$ cat config.mk
export PLATFORM = sky130hd
export DESIGN_NAME = dma_dst_addr_gen
export DESIGN_NICKNAME = d
export VERILOG_FILES = /design/src/rtl/dda_pkg.sv /design/src/rtl/dda_step.sv /design/src/rtl/dda_ctrl.sv /design/src/rtl/dma_dst_addr_gen.sv
export SDC_FILE = /design/constraint.sdc
export NUM_CORES = 1
export LEC_CHECK = 0
export BUFFER_PORTS_ARGS = -buffer_cell sky130_fd_sc_hd__clkbuf_2
export CAP_MARGIN = 20
export CORE_ASPECT_RATIO = 0.75
export CORE_MARGIN = 2
export CORE_UTILIZATION = 29
export CTS_CLUSTER_DIAMETER = 50
export DETAILED_ROUTE_END_ITERATION = 16
export PLACE_DENSITY = 0.59
export SYNTH_ARGS = -nofsm -noshare
export SYNTH_HDL_FRONTEND = slang
export SYNTH_SLANG_ARGS = --single-unit
$ cat constraint.sdc
create_clock -name clk -period 5.8 [get_ports clk]
set_input_delay 0.29 -clock clk [delete_from_list [all_inputs] [get_ports clk]]
set_output_delay 0.29 -clock clk [all_outputs]
set_load 0.05 [all_outputs]
$ cat src/rtl/dda_pkg.sv
// Package: shared encodings for the destination address generator.
// Assumes: update mode is a two-bit field; bit 1 selects movement.
package dda_pkg;
    typedef enum logic [1:0] {
        UPD_FIX_A = 2'b00,
        UPD_FIX_B = 2'b01,
        UPD_INC   = 2'b10,
        UPD_DEC   = 2'b11
    } upd_mode_e;
endpackage

$ cat src/rtl/dda_step.sv
// Module: dda_step
// Computes the next address for one transfer and flags a carry or
// borrow out of the repeat window. Purely combinational.
// Assumes: rpt_size_i == 0 means no window; values >= ADDR_W cover
// the whole address.
module dda_step #(
    parameter int ADDR_W = 16,
    parameter int SZ_W   = 4
) (
    input  logic [ADDR_W-1:0] addr_i,
    input  logic [1:0]        mode_i,
    input  logic              word_i,
    input  logic              ext_i,
    input  logic [SZ_W-1:0]   rpt_size_i,
    output logic [ADDR_W-1:0] next_o,
    output logic              ovf_o
);
    import dda_pkg::*;

    logic [ADDR_W-1:0] mask;
    logic [ADDR_W-1:0] step;
    logic [ADDR_W-1:0] low;
    logic [ADDR_W-1:0] moved;
    logic [ADDR_W:0]   low_sum;
    logic              area_on;
    logic              active;
    logic              dec;

    assign area_on = (rpt_size_i != '0);

    // Window mask: one bit per address bit below the repeat size.
    for (genvar i = 0; i < ADDR_W; i++) begin : g_mask
        assign mask[i] = !area_on || (32'(rpt_size_i) > i);
    end

    assign step    = word_i ? ADDR_W'(2) : ADDR_W'(1);
    assign active  = !ext_i && mode_i[1];
    assign dec     = (upd_mode_e'(mode_i) == UPD_DEC);
    assign low     = addr_i & mask;
    assign low_sum = {1'b0, low} + {1'b0, step};

    // Move the whole address, then keep the upper bits from the old value.
    always_comb begin
        moved  = dec ? (addr_i - step) : (addr_i + step);
        next_o = active ? ((addr_i & ~mask) | (moved & mask)) : addr_i;
        ovf_o  = active && area_on &&
                 (dec ? (low < step) : (low_sum > {1'b0, mask}));
    end
endmodule

$ cat src/rtl/dda_ctrl.sv
// Module: dda_ctrl
// Owns the channel enable, the sticky flag and the pending block stop.
// Assumes: hit_i is an overflow seen on an accepted transfer.
module dda_ctrl (
    input  logic clk,
    input  logic rst_n,
    input  logic hit_i,
    input  logic rie_i,
    input  logic area_on_i,
    input  logic blk_i,
    input  logic blk_end_i,
    input  logic cfg_wr_i,
    input  logic en_set_i,
    input  logic en_clr_i,
    input  logic flag_clr_i,
    output logic en_o,
    output logic flag_o
);
    logic armed;
    logic pend_q;
    logic stop_now;

    assign armed    = rie_i && area_on_i;
    assign stop_now = armed && (blk_i ? (blk_end_i && en_o && (pend_q || hit_i))
                                      : hit_i);

    // Channel enable: a stop wins over a set, a set over a clear.
    always_ff @(posedge clk) begin
        if (!rst_n)        en_o <= 1'b0;
        else if (stop_now) en_o <= 1'b0;
        else if (en_set_i) en_o <= 1'b1;
        else if (en_clr_i) en_o <= 1'b0;
    end

    // Sticky flag: set by a stop, cleared only on request.
    always_ff @(posedge clk) begin
        if (!rst_n)          flag_o <= 1'b0;
        else if (stop_now)   flag_o <= 1'b1;
        else if (flag_clr_i) flag_o <= 1'b0;
    end

    // Overflow seen in block mode, waiting for the block to end.
    always_ff @(posedge clk) begin
        if (!rst_n)                             pend_q <= 1'b0;
        else if (stop_now || cfg_wr_i)          pend_q <= 1'b0;
        else if (hit_i && blk_i && armed)       pend_q <= 1'b1;
    end
endmodule

$ cat src/rtl/dma_dst_addr_gen.sv
// Module: dma_dst_addr_gen (top)
// Destination address register of one DMA channel with fixed, up or
// down update, a power-of-two repeat window and a repeat-stop interrupt.
// Assumes: one xfer_i pulse per completed transfer; software writes
// the address only while the channel is disabled.
module dma_dst_addr_gen #(
    parameter int ADDR_W = 16,
    parameter int SZ_W   = 4
) (
    input  logic              clk,
    input  logic              rst_n,
    input  logic              cfg_wr_i,
    input  logic [1:0]        cfg_mode_i,
    input  logic              cfg_word_i,
    input  logic              cfg_ext_dst_i,
    input  logic [SZ_W-1:0]   cfg_rpt_size_i,
    input  logic              cfg_rpt_ie_i,
    input  logic              cfg_blk_i,
    input  logic              en_set_i,
    input  logic              en_clr_i,
    input  logic              addr_wr_i,
    input  logic [ADDR_W-1:0] addr_wdata_i,
    input  logic              xfer_i,
    input  logic              blk_end_i,
    input  logic              irq_en_i,
    input  logic              flag_clr_i,
    output logic [ADDR_W-1:0] addr_o,
    output logic              en_o,
    output logic              flag_o,
    output logic              irq_o
);
    logic [1:0]        mode_q;
    logic              word_q;
    logic              ext_q;
    logic [SZ_W-1:0]   rsz_q;
    logic              rie_q;
    logic              blk_q;
    logic [ADDR_W-1:0] addr_q;
    logic [ADDR_W-1:0] next_addr;
    logic              ovf;
    logic              xfer_ok;

    assign xfer_ok = xfer_i && en_o;

    // Configuration register, loaded as a whole by cfg_wr_i.
    always_ff @(posedge clk) begin
        if (!rst_n) begin
            mode_q <= 2'b00;
            word_q <= 1'b0;
            ext_q  <= 1'b0;
            rsz_q  <= '0;
            rie_q  <= 1'b0;
            blk_q  <= 1'b0;
        end else if (cfg_wr_i) begin
            mode_q <= cfg_mode_i;
            word_q <= cfg_word_i;
            ext_q  <= cfg_ext_dst_i;
            rsz_q  <= cfg_rpt_size_i;
            rie_q  <= cfg_rpt_ie_i;
            blk_q  <= cfg_blk_i;
        end
    end

    dda_step #(.ADDR_W(ADDR_W), .SZ_W(SZ_W)) step_i (
        .addr_i     (addr_q),
        .mode_i     (mode_q),
        .word_i     (word_q),
        .ext_i      (ext_q),
        .rpt_size_i (rsz_q),
        .next_o     (next_addr),
        .ovf_o      (ovf)
    );

    dda_ctrl ctrl_i (
        .clk        (clk),
        .rst_n      (rst_n),
        .hit_i      (xfer_ok && ovf),
        .rie_i      (rie_q),
        .area_on_i  (rsz_q != '0),
        .blk_i      (blk_q),
        .blk_end_i  (blk_end_i),
        .cfg_wr_i   (cfg_wr_i),
        .en_set_i   (en_set_i),
        .en_clr_i   (en_clr_i),
        .flag_clr_i (flag_clr_i),
        .en_o       (en_o),
        .flag_o     (flag_o)
    );

    // Address register: a transfer updates it, a write loads it when idle.
    always_ff @(posedge clk) begin
        if (!rst_n)                  addr_q <= '0;
        else if (xfer_ok)            addr_q <= next_addr;
        else if (addr_wr_i && !en_o) addr_q <= addr_wdata_i;
    end

    assign addr_o = addr_q;
    assign irq_o  = flag_o && irq_en_i;
endmodule

-- Yosys cells after proc, flatten, opt, wreduce, memory -nomap -nowiden
Cells that the tools add are included.
- bits in registers: 29
- output and inout bits: 19
- add/subtract/negate cells: 3
- magnitude comparators: 17
- equality and inequality tests: 2
- muxes and demuxes: 11
- bitwise operators: 6
- reduce and logical (&&, ||, !) cells: 40
- operator list (kind ; number):
    $mux 16 ; 4
    $and 16x16->16 ; 3
    $gt 4x4->1 const B ; 7
    $add 16x16->17 ; 1
    $gt 17x16->1 ; 1
    $logic_or 1x1->1 ; 17
    $add 16x16->16 ; 1
    $gt 4x3->1 const B ; 4
    $lt 16x16->1 ; 1
    $not 16->16 ; 1
    $or 16x16->16 ; 1
    $sub 16x16->16 ; 1
    $logic_and 1x1->1 ; 13
    $gt 4x1->1 const B ; 2
    $gt 4x2->1 const B ; 2
    $mux 1 ; 6
    $reduce_bool 2->1 ; 3
    $reduce_bool 4->1 ; 1
    $reduce_or 2->1 ; 2
    $logic_not 1->1 ; 3
    $eq 2x2->1 const B ; 1
    $mux 2 ; 1
    $ne 2x1->1 const B ; 1
    $reduce_and 2->1 ; 1
    $not 1->1 ; 1

-- Depth between registers and ports, before layout
- word-level depth: 15
- mapped depth: 20
- depth with buffers taken out: 19

-- By module
Synthesis repeated with hierarchy kept, for this count alone.
- cell total of the unflattened synthesis: 443
- area total of the unflattened synthesis: 3590.9 sq um
- by module, submodules not included (module ; instances ; cells each ; area each (sq um) ; sequential area each (sq um)):
    dda_step ; 1 ; 300 ; 2120.8 ; 0.0
    dma_dst_addr_gen ; 1 ; 129 ; 1327.5 ; 520.5
    dda_ctrl ; 1 ; 14 ; 142.6 ; 60.1

-- Worst setup path after synthesis
Ideal clock, no wire load.
- path type: flip-flop to flip-flop
- start: register (tool-made name)
- end: register ctrl_i.flag_o
- setup time: 0.115 ns
- data arrival time: 3.642 ns
- path slack: 2.043 ns
- cell stages (with the launch flop): 19
- period minus slack after synthesis: 3.757 ns
- cell sequence: dfxtp_1 -> inv_1 -> nor2_2 -> xnor2_1 -> ha_1 -> inv_1 -> o31a_1 -> nor3b_2 -> and4b_1 -> and4_1 -> nand4_1 -> xor2_1 -> ha_1 -> nand4_1 -> nor3_1 -> a31oi_1 -> a22oi_2 -> a21boi_1 -> o21a_1
- RTL lines (element ; line ; text):
    end signal: assignment ; dda_ctrl.sv:37 ; if (!rst_n) flag_o <= 1'b0;
    end signal: assignment ; dda_ctrl.sv:38 ; else if (stop_now) flag_o <= 1'b1;
    end signal: assignment ; dda_ctrl.sv:39 ; else if (flag_clr_i) flag_o <= 1'b0;
    end: declaration ; dda_ctrl.sv:17 ; output logic flag_o

-- Final worst setup path
- start: register rsz_q[0]
- end: register ctrl_i.flag_o
- cells in the longest elaborated chain, start to end: 14
- elaborated cells between the ends (all ways): 47
- classes of those cells: add/sub: 1; order compare: 17; mux: 3; bitwise: 1; reduce/logical: 25
- ends and longest elaborated chain (element ; line ; text):
    start: declaration ; dma_dst_addr_gen.sv:35 ; logic [SZ_W-1:0] rsz_q;
    start signal: assignment ; dma_dst_addr_gen.sv:58 ; rsz_q <= cfg_rpt_size_i;
    branches (longest 12 deep; another with $add 16x16->17) ; -- ;
    $logic_and 1x1->1 (*) ; dda_ctrl.sv:24 ; assign stop_now = armed && (blk_i ? (blk_end_i && en_o && (pend_q || hit_i))
    $mux 1 / $reduce_bool 2->1 (equally long branches) ; -- ;
Mark *: on every way between the ends.
A chain may end at the register's enable or synchronous reset.

==> results by group <==
Synth
  • Dominant synthesized flop cell: dfxtp_1
  • Top cells by area, synth: dfxtp_1 (19%), ha_1 (13%), a21oi_1 (5.9%)
  • EDFF count, synth: 0
  • Mapped Nets: 472
  • Adder-Cell Fraction of Synth Area: 13.8%
  • Register area share after synthesis: 18.6%
  • Share of the synthesized area in the top cell type: roughly 19%
  • Most common cell in the netlist: a21oi_1
  • Mux share of post-synthesis cell area: 3.89%
  • Xor/xnor share of the synthesized area: slightly below 8%
  • Synth async-reset ratio: 0%
  • Post-synth top cells: a21oi_1 (37), ha_1 (32), dfxtp_1 (29)
  • Ys Warns: 0
  • Largest family of logic cells by synthesized area: compound AO/OA/AOI/OAI gates
  • Synth unique cells: 66
  • Gate Count Post-Synth: 403
  • Yosys top cell by area: dfxtp_1
  • Synth Area per Inst: slightly below 8 um2
  • Synth Cell Area: 3120 um2
  • Synth Register Bits: 29
  • Synth Area in Simple Gates: 25.4%
  • Synth Area in Compound Gates: 25.4%

Worst setup path
  • CP most frequent cell: ha_1
  • Crit Path Max Fanout: 14
  • Endpoint type of the worst setup path: flop
  • CP cell instances: nor4b_4 > nor2_2 > xnor2_1 > ha_1 > inv_1 > o31a_1 > nor3b_2 > and4b_1 > and4_1 > nand2_1 > xor2_1 > ha_1 > nand4_1 > nor3_1 > a31oi_1 > a22oi_2 > a21boi_1 > o21a_1
  • CP required: 5.98 ns
  • Reg2reg start: rsz_q[0]$_SDFFE_PN0P_
  • Crit path buffers/inverters: 1
  • Critical Path AT: ~4.5 ns
  • CP startpoint kind: flop
  • Setup crit start: rsz_q[0]$_SDFFE_PN0P_
  • CP Class: flop to flop
  • CP peak stage delay: 0.65 ns
  • CP top delay family: simple AND/OR/NAND/NOR gates
  • Slowest stage cell, crit path: dfxtp_1

Floorplanning
  • Starting Density: 30.1%
  • DIE WIDTH: 124 um
  • IO Pins: 55
  • Die Area: approximately 12,000 um2
  • Die height: about 94 um
  • Site row count: 32
  • Core area: 10,400 um2

Pwr
  • VDD IR max: 0.103 mV
  • Leak: 1.61 nW
  • Total power: roughly 0.8 mW
  • Cell area power density: 224 nW/um2

STA
  • Final setup TNS: 0 ns
  • Tightest Pin Transition: 0.937 ns
  • Pins Over Slew Limit: 0
  • Relative slew slack: 36.8%
  • Endpoints failing setup: 0
  • Endpoints failing hold: 0
  • Final Skew: 0.00743 ns
  • Fin crit share: 74.4%
  • Minimum clock period: 4.31 ns
  • RSZ-0062 raised after global routing: no
  • Fmax: between 200 and 250 MHz

Placement
  • PortBufs: 54
  • GPL Wtd Cong: just under 0.9
  • Placement Cell Area: 3480 um2
  • HPWL Detailed: 7840 um

Route
  • First DRT Iteration DRCs: 300
  • DRC Markers: 0
  • Drt first pass iters: 5
  • Vias per cell: ~5.5
  • Routed WL per cell: 17.3 um
  • Vias: 3,225
  • Post-DRT Antenna Nets: 0
  • WL final: 10,100 um

Layout
  • Core Util, Final: between 30% and 40%
  • Post-route cell area: 3660 um2
  • Antenna diodes: 0
  • Share of post-route cells with drive strength above 1: 17.9%
  • Fin nets: 515
  • Fillers: 1,106
  • Layout Area Growth over Synthesis: 17.1%

CTS
  • Root buffer cell: clkbuf_16
  • Clock-pin transition on the worst setup and hold timing paths: 0.06 ns
  • H-tree depth: 2
  • Clk_lat worst skew: 0.29 ns
  • CTS-repair resized insts: 0
  • Clock buffer depth: 2
  • CTS Sinks: 29
  • CTS Buf Count: 5
  • CTS Hold Buffers Added: 0
  • Post-CTS Setup Repair Bufs: 0
  • CTS tree: built

GRT
  • First-pass GRT wire length: about 16,000 um
  • Number of global-route vias before repair: 3,008
  • GRT Residual Overflow: 0
  • Total track usage: 18.0%
  • Antenna violations before repair: 0
  • Largest net degree at the start of global routing: 28

Run
  • Max-cap violations: 0

Status
  • Outcome: finished clean

Worst hold path
  • Class of the worst hold path: primary input to flop
  • Min-Delay Startpoint: addr_wdata_i[5]
metrics by stage:
stage	setup WS, ns	cells	hold WS, ns
after floorplan	2.04	403	0.438
after global placement	1.73	575	0.502
after detailed placement	1.55	575	0.510
after CTS	1.52	583	0.243
after global routing	1.12	583	0.262
final	1.49	583	0.249
cell families (layout without fill, tap and decap cells):
family                   count (synthesis)  in the layout
multiplexers                            12             12
flip-flops                              29             29
AO/OA/AOI/OAI                          122            122
XOR/XNOR                                28             28
AND/OR/NAND/NOR                        141            141
buffers and inverters                   37             81
adder cells (fa/ha/maj)                 34             34
routing by layer:
| layer | GRT usage [%] | vias up | part of all wire [%] |
|---|---|---|---|
| li1 | - | 1578 | - |
| met1 | 27.4 | 1504 | 52 |
| met2 | 25.1 | 132 | 39 |
| met3 | 4.31 | 11 | 7.7 |
| met4 | 3.88 | 0 | 0.93 |
| met5 | 0 | - | 0 |
cells in the final DEF (no fill, tap or decap), types with 9 or more instances in the layout:
cell       n
nand2_1   28
mux2i_1   11
inv_1     16
nand4_1    9
a21oi_1   37
nor3_1    10
o21ai_0   20
clkbuf_2  54
xnor2_1   19
nand3_1    9
ha_1      32
nor2b_1   19
o21a_1     9
xor2_1     9
dfxtp_1   29
nor2_1    26
a31oi_1   11
area by class of cell:
cell class | count | area (um2) | area share (%)
Sequential cell | 29 | 581 | 15.9
Tap cell | 136 | 170 | 4.65
Timing Repair Buffer | 54 | 270 | 7.39
Multi-Input combinational cell | 337 | 2380 | 65.2
Clock buffer | 6 | 139 | 3.80
Clock inverter | 2 | 37.5 | 1.03
Inverter | 19 | 73.8 | 2.02
final timing paths:
check                                                  end  slack [ns]  cells past startpoint
worst max-delay path            ctrl_i.flag_o$_SDFFE_PN0P_        1.49                     18
worst min-delay path                                  flop        0.25                      3
worst max register to register  ctrl_i.flag_o$_SDFFE_PN0P_        1.49                     18
worst min register to register      mode_q[0]$_SDFFE_PN0P_        0.52                      2
worst register-to-register path: stages (launching register included):
cell and delay (ns):
dfxtp_1 0.65, nor4b_4 0.45, nor2_2 0.12, xnor2_1 0.17, ha_1 0.17, inv_1 0.04
o31a_1 0.12, nor3b_2 0.28, and4b_1 0.30, and4_1 0.24, nand2_1 0.08, xor2_1 0.15
ha_1 0.30, nand4_1 0.14, nor3_1 0.29, a31oi_1 0.14, a22oi_2 0.25, a21boi_1 0.13
o21a_1 0.19
power breakdown:
part	internal, mW	switching [mW]
Clock	0.214	0.105
Combinational	0.0921	0.160
Sequential	0.214	0.0332
Total	0.520	0.298
(Power assumes the default switching activity.)
